`src/rtl/kbi_pkg.sv`:
```
package kbi_pkg;

    localparam int unsigned ADDR_W = 2;

    typedef enum logic [ADDR_W-1:0] {
        REG_CTRL = 2'd0,
        REG_EN   = 2'd1,
        REG_POL  = 2'd2,
        REG_NONE = 2'd3
    } kbi_reg_e;

    localparam int unsigned BIT_MODE = 0;
    localparam int unsigned BIT_IE   = 1;
    localparam int unsigned BIT_ACK  = 2;
    localparam int unsigned BIT_FLAG = 3;
    localparam int unsigned CTRL_BITS = 4;

    typedef struct packed {
        logic mode;
        logic ie;
    } kbi_ctrl_t;

endpackage

```
`src/rtl/kbi_sync.sv`:
```
module kbi_sync #(
    parameter int unsigned N      = 8,
    parameter int unsigned STAGES = 2
) (
    input  logic         clk,
    input  logic         rst_n,
    input  logic [N-1:0] async_i,
    output logic [N-1:0] sync_o
);
    localparam int unsigned LAST = STAGES - 1;

    logic [STAGES-1:0][N-1:0] stage_d;
    logic [STAGES-1:0][N-1:0] stage_q;

    generate
        for (genvar s = 0; s < STAGES; s++) begin : g_stage
            if (s == 0) begin : g_first
                always_comb stage_d[s] = async_i;
            end else begin : g_next
                always_comb stage_d[s] = stage_q[s-1];
            end
        end
    endgenerate

    always_ff @(posedge clk or negedge rst_n) begin
        if (!rst_n) begin
            stage_q <= '0;
        end else begin
            stage_q <= stage_d;
        end
    end

    assign sync_o = stage_q[LAST];

endmodule

```
`src/rtl/kbi_detect.sv`:
```
module kbi_detect #(
    parameter int unsigned N = 8
) (
    input  logic         clk,
    input  logic         rst_n,
    input  logic [N-1:0] sync_i,
    input  logic [N-1:0] en_i,
    input  logic [N-1:0] pol_i,
    input  logic         mode_i,
    output logic         event_o
);
    typedef struct packed {
        logic [N-1:0] hist;
        logic [N-1:0] en_prev;
        logic [N-1:0] pol_prev;
    } det_state_t;

    det_state_t st_d, st_q;

    logic [N-1:0] active;
    logic [N-1:0] cfg_chg;
    logic [N-1:0] edge_hit;
    logic [N-1:0] lvl_hit;

    generate
        for (genvar i = 0; i < N; i++) begin : g_pin
            always_comb begin
                // sense bit 1: active high; 0: active low
                active[i]   = pol_i[i] ? sync_i[i] : ~sync_i[i];
                cfg_chg[i]  = (en_i[i] ^ st_q.en_prev[i]) | (pol_i[i] ^ st_q.pol_prev[i]);
                edge_hit[i] = en_i[i] & active[i] & ~st_q.hist[i] & ~cfg_chg[i];
                lvl_hit[i]  = en_i[i] & active[i] & mode_i;
            end
        end
    endgenerate

    always_comb begin
        st_d          = st_q;
        st_d.hist     = active;
        st_d.en_prev  = en_i;
        st_d.pol_prev = pol_i;
        event_o       = |(edge_hit | lvl_hit);
    end

    always_ff @(posedge clk or negedge rst_n) begin
        if (!rst_n) begin
            st_q <= '0;
        end else begin
            st_q <= st_d;
        end
    end

endmodule

```
`src/rtl/kbi_regs.sv`:
```
module kbi_regs
    import kbi_pkg::*;
#(
    parameter int unsigned N = 8
) (
    input  logic              clk,
    input  logic              rst_n,
    input  logic              wr_en,
    input  logic [ADDR_W-1:0] wr_addr,
    input  logic [N-1:0]      wr_data,
    input  logic [ADDR_W-1:0] rd_addr,
    input  logic              flag_i,
    output logic [N-1:0]      en_o,
    output logic [N-1:0]      pol_o,
    output logic              mode_o,
    output logic              ie_o,
    output logic              ack_o,
    output logic [N-1:0]      rd_data
);
    typedef struct packed {
        kbi_ctrl_t    ctrl;
        logic [N-1:0] en;
        logic [N-1:0] pol;
    } reg_state_t;

    reg_state_t rs_d, rs_q;

    always_comb begin
        rs_d  = rs_q;
        ack_o = 1'b0;
        if (wr_en) begin
            unique case (kbi_reg_e'(wr_addr))
                REG_CTRL: begin
                    rs_d.ctrl.mode = wr_data[BIT_MODE];
                    rs_d.ctrl.ie   = wr_data[BIT_IE];
                    ack_o          = wr_data[BIT_ACK];
                end
                REG_EN:   rs_d.en  = wr_data;
                REG_POL:  rs_d.pol = wr_data;
                default:  ;
            endcase
        end
    end

    always_comb begin
        rd_data = '0;
        unique case (kbi_reg_e'(rd_addr))
            REG_CTRL: begin
                rd_data[BIT_MODE] = rs_q.ctrl.mode;
                rd_data[BIT_IE]   = rs_q.ctrl.ie;
                rd_data[BIT_FLAG] = flag_i;
            end
            REG_EN:   rd_data = rs_q.en;
            REG_POL:  rd_data = rs_q.pol;
            default:  rd_data = '0;
        endcase
    end

    always_ff @(posedge clk or negedge rst_n) begin
        if (!rst_n) begin
            rs_q <= '0;
        end else begin
            rs_q <= rs_d;
        end
    end

    assign en_o   = rs_q.en;
    assign pol_o  = rs_q.pol;
    assign mode_o = rs_q.ctrl.mode;
    assign ie_o   = rs_q.ctrl.ie;

endmodule

```
`src/rtl/kbi_ctrl.sv`:
```
module kbi_ctrl
    import kbi_pkg::*;
#(
    parameter int unsigned N           = 8,
    parameter int unsigned SYNC_STAGES = 2
) (
    input  logic              clk,
    input  logic              rst_n,
    input  logic [N-1:0]      key_in,
    input  logic              wr_en,
    input  logic [ADDR_W-1:0] wr_addr,
    input  logic [N-1:0]      wr_data,
    input  logic [ADDR_W-1:0] rd_addr,
    output logic [N-1:0]      rd_data,
    output logic              irq_out
);
    typedef struct packed {
        logic flag;
    } top_state_t;

    top_state_t ts_d, ts_q;

    logic [N-1:0] key_sync;
    logic [N-1:0] en_q;
    logic [N-1:0] pol_q;
    logic         mode_q;
    logic         ie_q;
    logic         ack;
    logic         det_event;

    kbi_sync #(.N(N), .STAGES(SYNC_STAGES)) u_sync (
        .clk     (clk),
        .rst_n   (rst_n),
        .async_i (key_in),
        .sync_o  (key_sync)
    );

    kbi_regs #(.N(N)) u_regs (
        .clk     (clk),
        .rst_n   (rst_n),
        .wr_en   (wr_en),
        .wr_addr (wr_addr),
        .wr_data (wr_data),
        .rd_addr (rd_addr),
        .flag_i  (ts_q.flag),
        .en_o    (en_q),
        .pol_o   (pol_q),
        .mode_o  (mode_q),
        .ie_o    (ie_q),
        .ack_o   (ack),
        .rd_data (rd_data)
    );

    kbi_detect #(.N(N)) u_detect (
        .clk     (clk),
        .rst_n   (rst_n),
        .sync_i  (key_sync),
        .en_i    (en_q),
        .pol_i   (pol_q),
        .mode_i  (mode_q),
        .event_o (det_event)
    );

    always_comb begin
        ts_d      = ts_q;
        // a detection on the same edge wins over the clear strobe
        ts_d.flag = det_event | (ts_q.flag & ~ack);
    end

    always_ff @(posedge clk or negedge rst_n) begin
        if (!rst_n) begin
            ts_q <= '0;
        end else begin
            ts_q <= ts_d;
        end
    end

    assign irq_out = ts_q.flag & ie_q;

endmodule

```
`config.mk`:
```
export PLATFORM = sky130hd
export DESIGN_NAME = kbi_ctrl
export DESIGN_NICKNAME = d
export VERILOG_FILES = /design/src/rtl/kbi_pkg.sv /design/src/rtl/kbi_sync.sv /design/src/rtl/kbi_detect.sv /design/src/rtl/kbi_regs.sv /design/src/rtl/kbi_ctrl.sv
export SDC_FILE = /design/constraint.sdc
export NUM_CORES = 1
export LEC_CHECK = 0
export ABC_AREA = 1
export BUFFER_PORTS_ARGS = -buffer_cell sky130_fd_sc_hd__buf_2
export CAP_MARGIN = 10
export CORE_AREA = 2 2 71 73
export CTS_CLUSTER_SIZE = 12
export DETAILED_ROUTE_END_ITERATION = 6
export DIE_AREA = 0 0 73 75
export GPL_ROUTABILITY_DRIVEN = 1
export HOLD_SLACK_MARGIN = 0.08
export PLACE_DENSITY = 0.74
export SYNTH_ARGS = -nofsm -noshare
export SYNTH_HDL_FRONTEND = slang
export SYNTH_SLANG_ARGS = --single-unit
```
`constraint.sdc`:
```
create_clock -name clk -period 1.7 [get_ports clk]
set_clock_uncertainty 0.2 [all_clocks]
set_input_delay 0.255 -clock clk [delete_from_list [all_inputs] [get_ports clk]]
set_output_delay 0.255 -clock clk [all_outputs]
set_load 0.01 [all_outputs]
```
## Yosys cells after proc, flatten, opt, wreduce, memory -nomap -nowiden

Cells that the tools add are included.

- Bits in registers: 59
- Input port bits: 23
- Output and inout port bits: 9
- Logic and storage cells: 119

- Equal/unequal tests: 4
- Muxes and demuxes: 14
- Bitwise operators: 85
- Reductions and logical operators: 6

Operator list:

| operator | count |
|---|---|
| 1-bit bitwise AND | 34 |
| 1-bit inverter | 25 |
| 1-bit XOR | 16 |
| 1-bit 2-to-1 mux | 10 |
| 1-bit bitwise OR | 9 |
| 8-bit bitwise OR | 1 |
| 4-bit one-hot mux with 2 select lines | 1 |
| 8-bit OR reduction | 1 |
| 2-bit one-hot mux with 3 select lines | 1 |
| 2-bit AND reduction | 3 |
| 2-bit by 1-bit == test with 1-bit output (second input constant) | 2 |
| 2-bit == test (second input constant) | 2 |
| 2-bit logical NOT | 2 |
| 1-bit one-hot mux with 3 select lines | 1 |
| 1-bit one-hot mux with 2 select lines | 1 |

## Depth between registers and ports, before layout

- Depth after elaboration: 8
- Depth in mapped cells: 8

## Cells and area by module

From an unflattened synthesis, not the netlist that was laid out.

- Cells, all modules: 292
- Area total of the unflattened synthesis: 2,548.7 um2

By module, submodules not included:

| module | times used | cells each | area each (um2) | seq. area each (um2) |
|---|---|---|---|---|
| kbi_detect | 1 | 141 | 1,097.3 | 600.6 |
| kbi_regs | 1 | 128 | 1,003.5 | 450.4 |
| kbi_sync | 1 | 16 | 400.4 | 400.4 |
| kbi_ctrl | 1 | 7 | 47.5 | 25.0 |

## Least setup slack after synthesis

OpenSTA, ideal clock, no wires.

- Kind: input to output
- From: input rd_addr[1]
- To: output rd_data[2]
- Arrival: 953 ps
- Data required time: 1,245 ps
- Slack: 292 ps
- Stages on the path: 5
- Path through: inv_1 ha_1 clkbuf_1 nand2_1 a21oi_1

- Cells in the longest elaborated chain, start to end: 2
- Elaborated cells between the ends (all ways): 3
- Classes of those cells: eq/ne: 2; mux: 1

RTL lines:

| element | line | RTL |
|---|---|---|
| from (decl) | kbi_ctrl.sv:13 | `input logic [ADDR_W-1:0] rd_addr,` |
| 2-bit == test or 2-bit by 1-bit == test with 1-bit output (tied branches) | kbi_regs.sv:47 | `unique case (kbi_reg_e'(rd_addr))` |
| 1-bit one-hot mux with 2 select lines * | kbi_regs.sv:47 |  |
| to (decl) | kbi_ctrl.sv:14 | `output logic [N-1:0] rd_data,` |

Mark *: on every way between the ends. The rest lies on a longest branch, timed or not.

## Final worst setup path

- From: input rd_addr[1]
- To: output rd_data[5]

- Cells in the longest elaborated chain, start to end: 2
- Elaborated cells between the ends (all ways): 3
- Classes of those cells: eq/ne: 2; mux: 1

RTL lines:

| element | line |
|---|---|
| 2-bit == test or 2-bit by 1-bit == test with 1-bit output (tied branches) | kbi_regs.sv:47 |
| 4-bit one-hot mux with 2 select lines * | kbi_regs.sv:47 |

Marks and branches as above.

==> summary.txt <==
Run status
  • Status: finished clean

Final layout
  • Final standard cell utilization of the core: 69.7%
  • Layout overhead on the synthesized area: 29.7%
  • FF/Latch Area: 1480 um2
  • Footprint of the multi-input gates: 823 um2
  • Leading cell types in the layout, fill and taps excluded: sky130_fd_sc_hd__nand2_1 (88), sky130_fd_sc_hd__dfrtp_1 (54), sky130_fd_sc_hd__inv_1 (48)
  • Final std cells w/o fill: 396
  • Most common cell after layout, fill and taps aside: sky130_fd_sc_hd__nand2_1
  • Number of inserted filler cells in the final layout: 362
  • Fraction of layout cells with a size suffix above 1: 26.3%
  • Final #Nets: 364
  • Number of antenna diodes: 0

STA
  • Minimum clock period: 1640 ps
  • Transition at the pin with the smallest max-transition slack: 354 ps
  • Post-route clock period utilization: 96.6%
  • Worst slew margin relative to its limit: 76.4%
  • Crit path setup slack, layout: 58.0 ps
  • Slew Limit Fails: 0
  • Final Hold Viols: 0
  • Endpoints failing setup: 0
  • Setup repair after global routing missed its margin: no
  • Setup tns final: 0 ps
  • Achievable Freq: 0.609 GHz

Floorplanning
  • Starting density of the core: 53.8%
  • I/O pins: 32
  • Floorplan row count: 25
  • Horizontal die dimension: 73 um
  • Die Outline Area: 5480 um2
  • Die height: 75 um
  • Core area: 4660 um2

Drt
  • First-pass iteration count of the detailed router: 4
  • Routed wire length: 4720 um
  • Number of nets with antenna violations after routing: 0
  • Detail-routed net length per standard cell: 11.9 um
  • Violation count after the first detailed-route iteration: 94
  • Detailed-route DRC error count: 0
  • Via count: 1873
  • Avg Vias per Cell: 4.73

Placement
  • Weighted congestion at the end of routability-driven global placement: 0.778
  • Post-DP HPWL: 3160 um
  • DP Cell Count: 359
  • Number of buffers inserted by port buffering: 31
  • Worst slack at placement: 71.7 ps

Clocking
  • Clock root buffer: sky130_fd_sc_hd__clkbuf_8
  • Clock tree from TritonCTS: yes
  • Register clock-pin slew on the reported worst setup and hold paths: 60 ps
  • Sink Count: 59
  • Deepest clock path buffer count: 2
  • Deepest level of the CTS H-tree: 3
  • TritonCTS Buffers: 9
  • Clock latency reported for the late side of the worst-skew pair: 340 ps

Power
  • Combinational share of power: 14.8%
  • Fraction of power spent switching nets: 25.3%
  • Internal: 2860 uW
  • Static leakage: 0.00171 uW
  • Pwr Density: 1180 nW/um2
  • Clock power share: 40.4%
  • Reg power frac: 44.8%
  • Worst vdd ir: 0.680 mV
  • Switching power summed over all nets: 971 uW

Setup path
  • CP arrival: 1190 ps
  • Critical path startpoint category: primary input
  • Crit path capture type: output pin
  • Worst r2r path cells: 6
  • Data required, critical path: 1240 ps
  • Setup Crit Path Kind: in2out
  • Worst Path Max Fanout: 8

Yosys
  • Count of unique library cells instantiated by Yosys: 21
  • Post-Syn Area per Cell: 9.25 um2
  • Register bit count reported by yosys: 59
  • Synth Warn #: 0
  • Part of the Yosys area used for sequential elements: 58.9%
  • Netlist Area Pre-Place: 2510 um2
  • Post-synthesis cell count: 271
  • Total nets after synthesis: 298

Global route
  • Global-route usage over all layers: 19.4%
  • Number of antenna violations at the first check in global routing: 0
  • Global-route wire length before repair: 7530 um
  • Via count of the first global-routing pass: 1651
  • Global-route congestion overflow total: 0
  • Pin count of the biggest net entering global routing: 60

Worst hold path
  • Type of the most critical hold path: in2reg
  • Depth of the worst hold-timing path: 3

Flow run
  • Max-capacitance violation count: 0
==> worst paths after layout <==
check / from / endpoint / slack (ps)
min in group asynchronous: rst_n / u_detect.st_q[8] / 240
worst min-delay path: wr_en / u_regs.mode_o / 120
max in group asynchronous: rst_n / u_regs.pol_o[5] / 780
worst min register to register: u_sync.stage_d[11] / u_sync.sync_o[3] / 140
worst max-delay path: rd_addr[1] / rd_data[5] / 60
worst max register to register: u_regs.mode_o / ts_q / 270
==> per-layer routing <==
metal | global-route usage (%) | share of wire, % | vias up | wire length, um
li1 | - | - | 955 | -
met4 | 8.02 | 1.6 | 0 | 76
met2 | 28.9 | 47 | 38 | 2230
met1 | 25.0 | 46 | 870 | 2170
met3 | 8.43 | 5.0 | 10 | 238
met5 | 0 | 0 | - | 0
==> state kept, by name (all words and copies together), names as in the netlist <==
name	count
ts_q	1
u_detect.st_q	24
u_regs.en_o	8
u_regs.ie_o	1
u_regs.mode_o	1
u_regs.pol_o	8
u_sync.stage_d	8
u_sync.sync_o	8
==> worst max-delay path: stages <==
cell                      delay (ps)
sky130_fd_sc_hd__buf_2           120
sky130_fd_sc_hd__inv_1            70
sky130_fd_sc_hd__ha_1            190
sky130_fd_sc_hd__buf_12          130
sky130_fd_sc_hd__nand2_1          50
sky130_fd_sc_hd__a21oi_1         200
sky130_fd_sc_hd__buf_2           170
==> cell families (layout without fill, tap and decap cells) <==
family                     count (synthesis)  count (layout)  share of synthesized area (%)
and+or+nand+nor                          121             121                           20.5
DFF                                       59              59                           58.9
buffers and inverters                     54             125                           8.39
AOI/OAI and AO/OA                         32              32                           9.83
adders and majority gates                  4               4                           2.00
xor gates and xnor gates                   1               1                          0.350
==> power groups by stage <==
stage                     Sequential, uW  Combinational [uW]  Clock (uW)
after floorplan                     1700                 355           0
after global placement              1740                 495           0
after detailed placement            1740                 511           0
after CTS                           1720                 544        1580
after global routing                1740                 648        1650
final                               1720                 567        1550
==> cell type report <==
class | instances | share of cell area (%)
inverter | 50 | 5.78
timing repair buffer | 59 | 13.7
multi-input combinational | 158 | 25.3
clock buffer | 12 | 4.47
tap | 54 | 2.08
clock inverter | 4 | 3.00
sequential | 59 | 45.6
==> synth_stat cells <==
cell | count | share of area (%)
sky130_fd_sc_hd__xnor2_1 | 1 | 0.35
sky130_fd_sc_hd__nand2_2 | 2 | 0.50
sky130_fd_sc_hd__and2_1 | 1 | 0.25
sky130_fd_sc_hd__nand3_1 | 13 | 2.6
sky130_fd_sc_hd__o21ai_1 | 1 | 0.20
sky130_fd_sc_hd__nand2_4 | 2 | 0.90
sky130_fd_sc_hd__o21ai_2 | 16 | 5.6
sky130_fd_sc_hd__nand2_1 | 88 | 13
sky130_fd_sc_hd__inv_1 | 48 | 7.2
sky130_fd_sc_hd__nor2_1 | 11 | 1.6
sky130_fd_sc_hd__a21boi_1 | 3 | 0.90
sky130_fd_sc_hd__a21boi_2 | 3 | 1.3
sky130_fd_sc_hd__nand3_2 | 3 | 1.2
sky130_fd_sc_hd__o21ai_0 | 2 | 0.40
sky130_fd_sc_hd__buf_4 | 2 | 0.60
sky130_fd_sc_hd__inv_2 | 2 | 0.30
sky130_fd_sc_hd__clkbuf_1 | 2 | 0.30
sky130_fd_sc_hd__dfrtp_1 | 59 | 59
sky130_fd_sc_hd__ha_1 | 4 | 2.0
sky130_fd_sc_hd__or2_1 | 1 | 0.25
sky130_fd_sc_hd__a21oi_1 | 7 | 1.4
==> metrics by stage <==
| stage | hold slack, ps | cell area, um2 | total power (uW) |
|---|---|---|---|
| 5_1_grt | 122 | 3250 | 4030 |
| 4_1_cts | 105 | 3210 | 3840 |
| 3_5_place_dp | 80.9 | 2800 | 2250 |
| 2_1_floorplan | -241 | 2510 | 2060 |
| 3_3_place_gp | 80.8 | 2800 | 2230 |
| 6_report | 119 | 3250 | 3830 |
==> repair_timing <==
action	4_1_cts	5_1_grt
hold endpoints to repair	85	0
gates resized for setup	0	6
setup buffers	0	4
hold buffers	17	0
setup endpoints to repair	0	5
(Power assumes the default switching activity.)
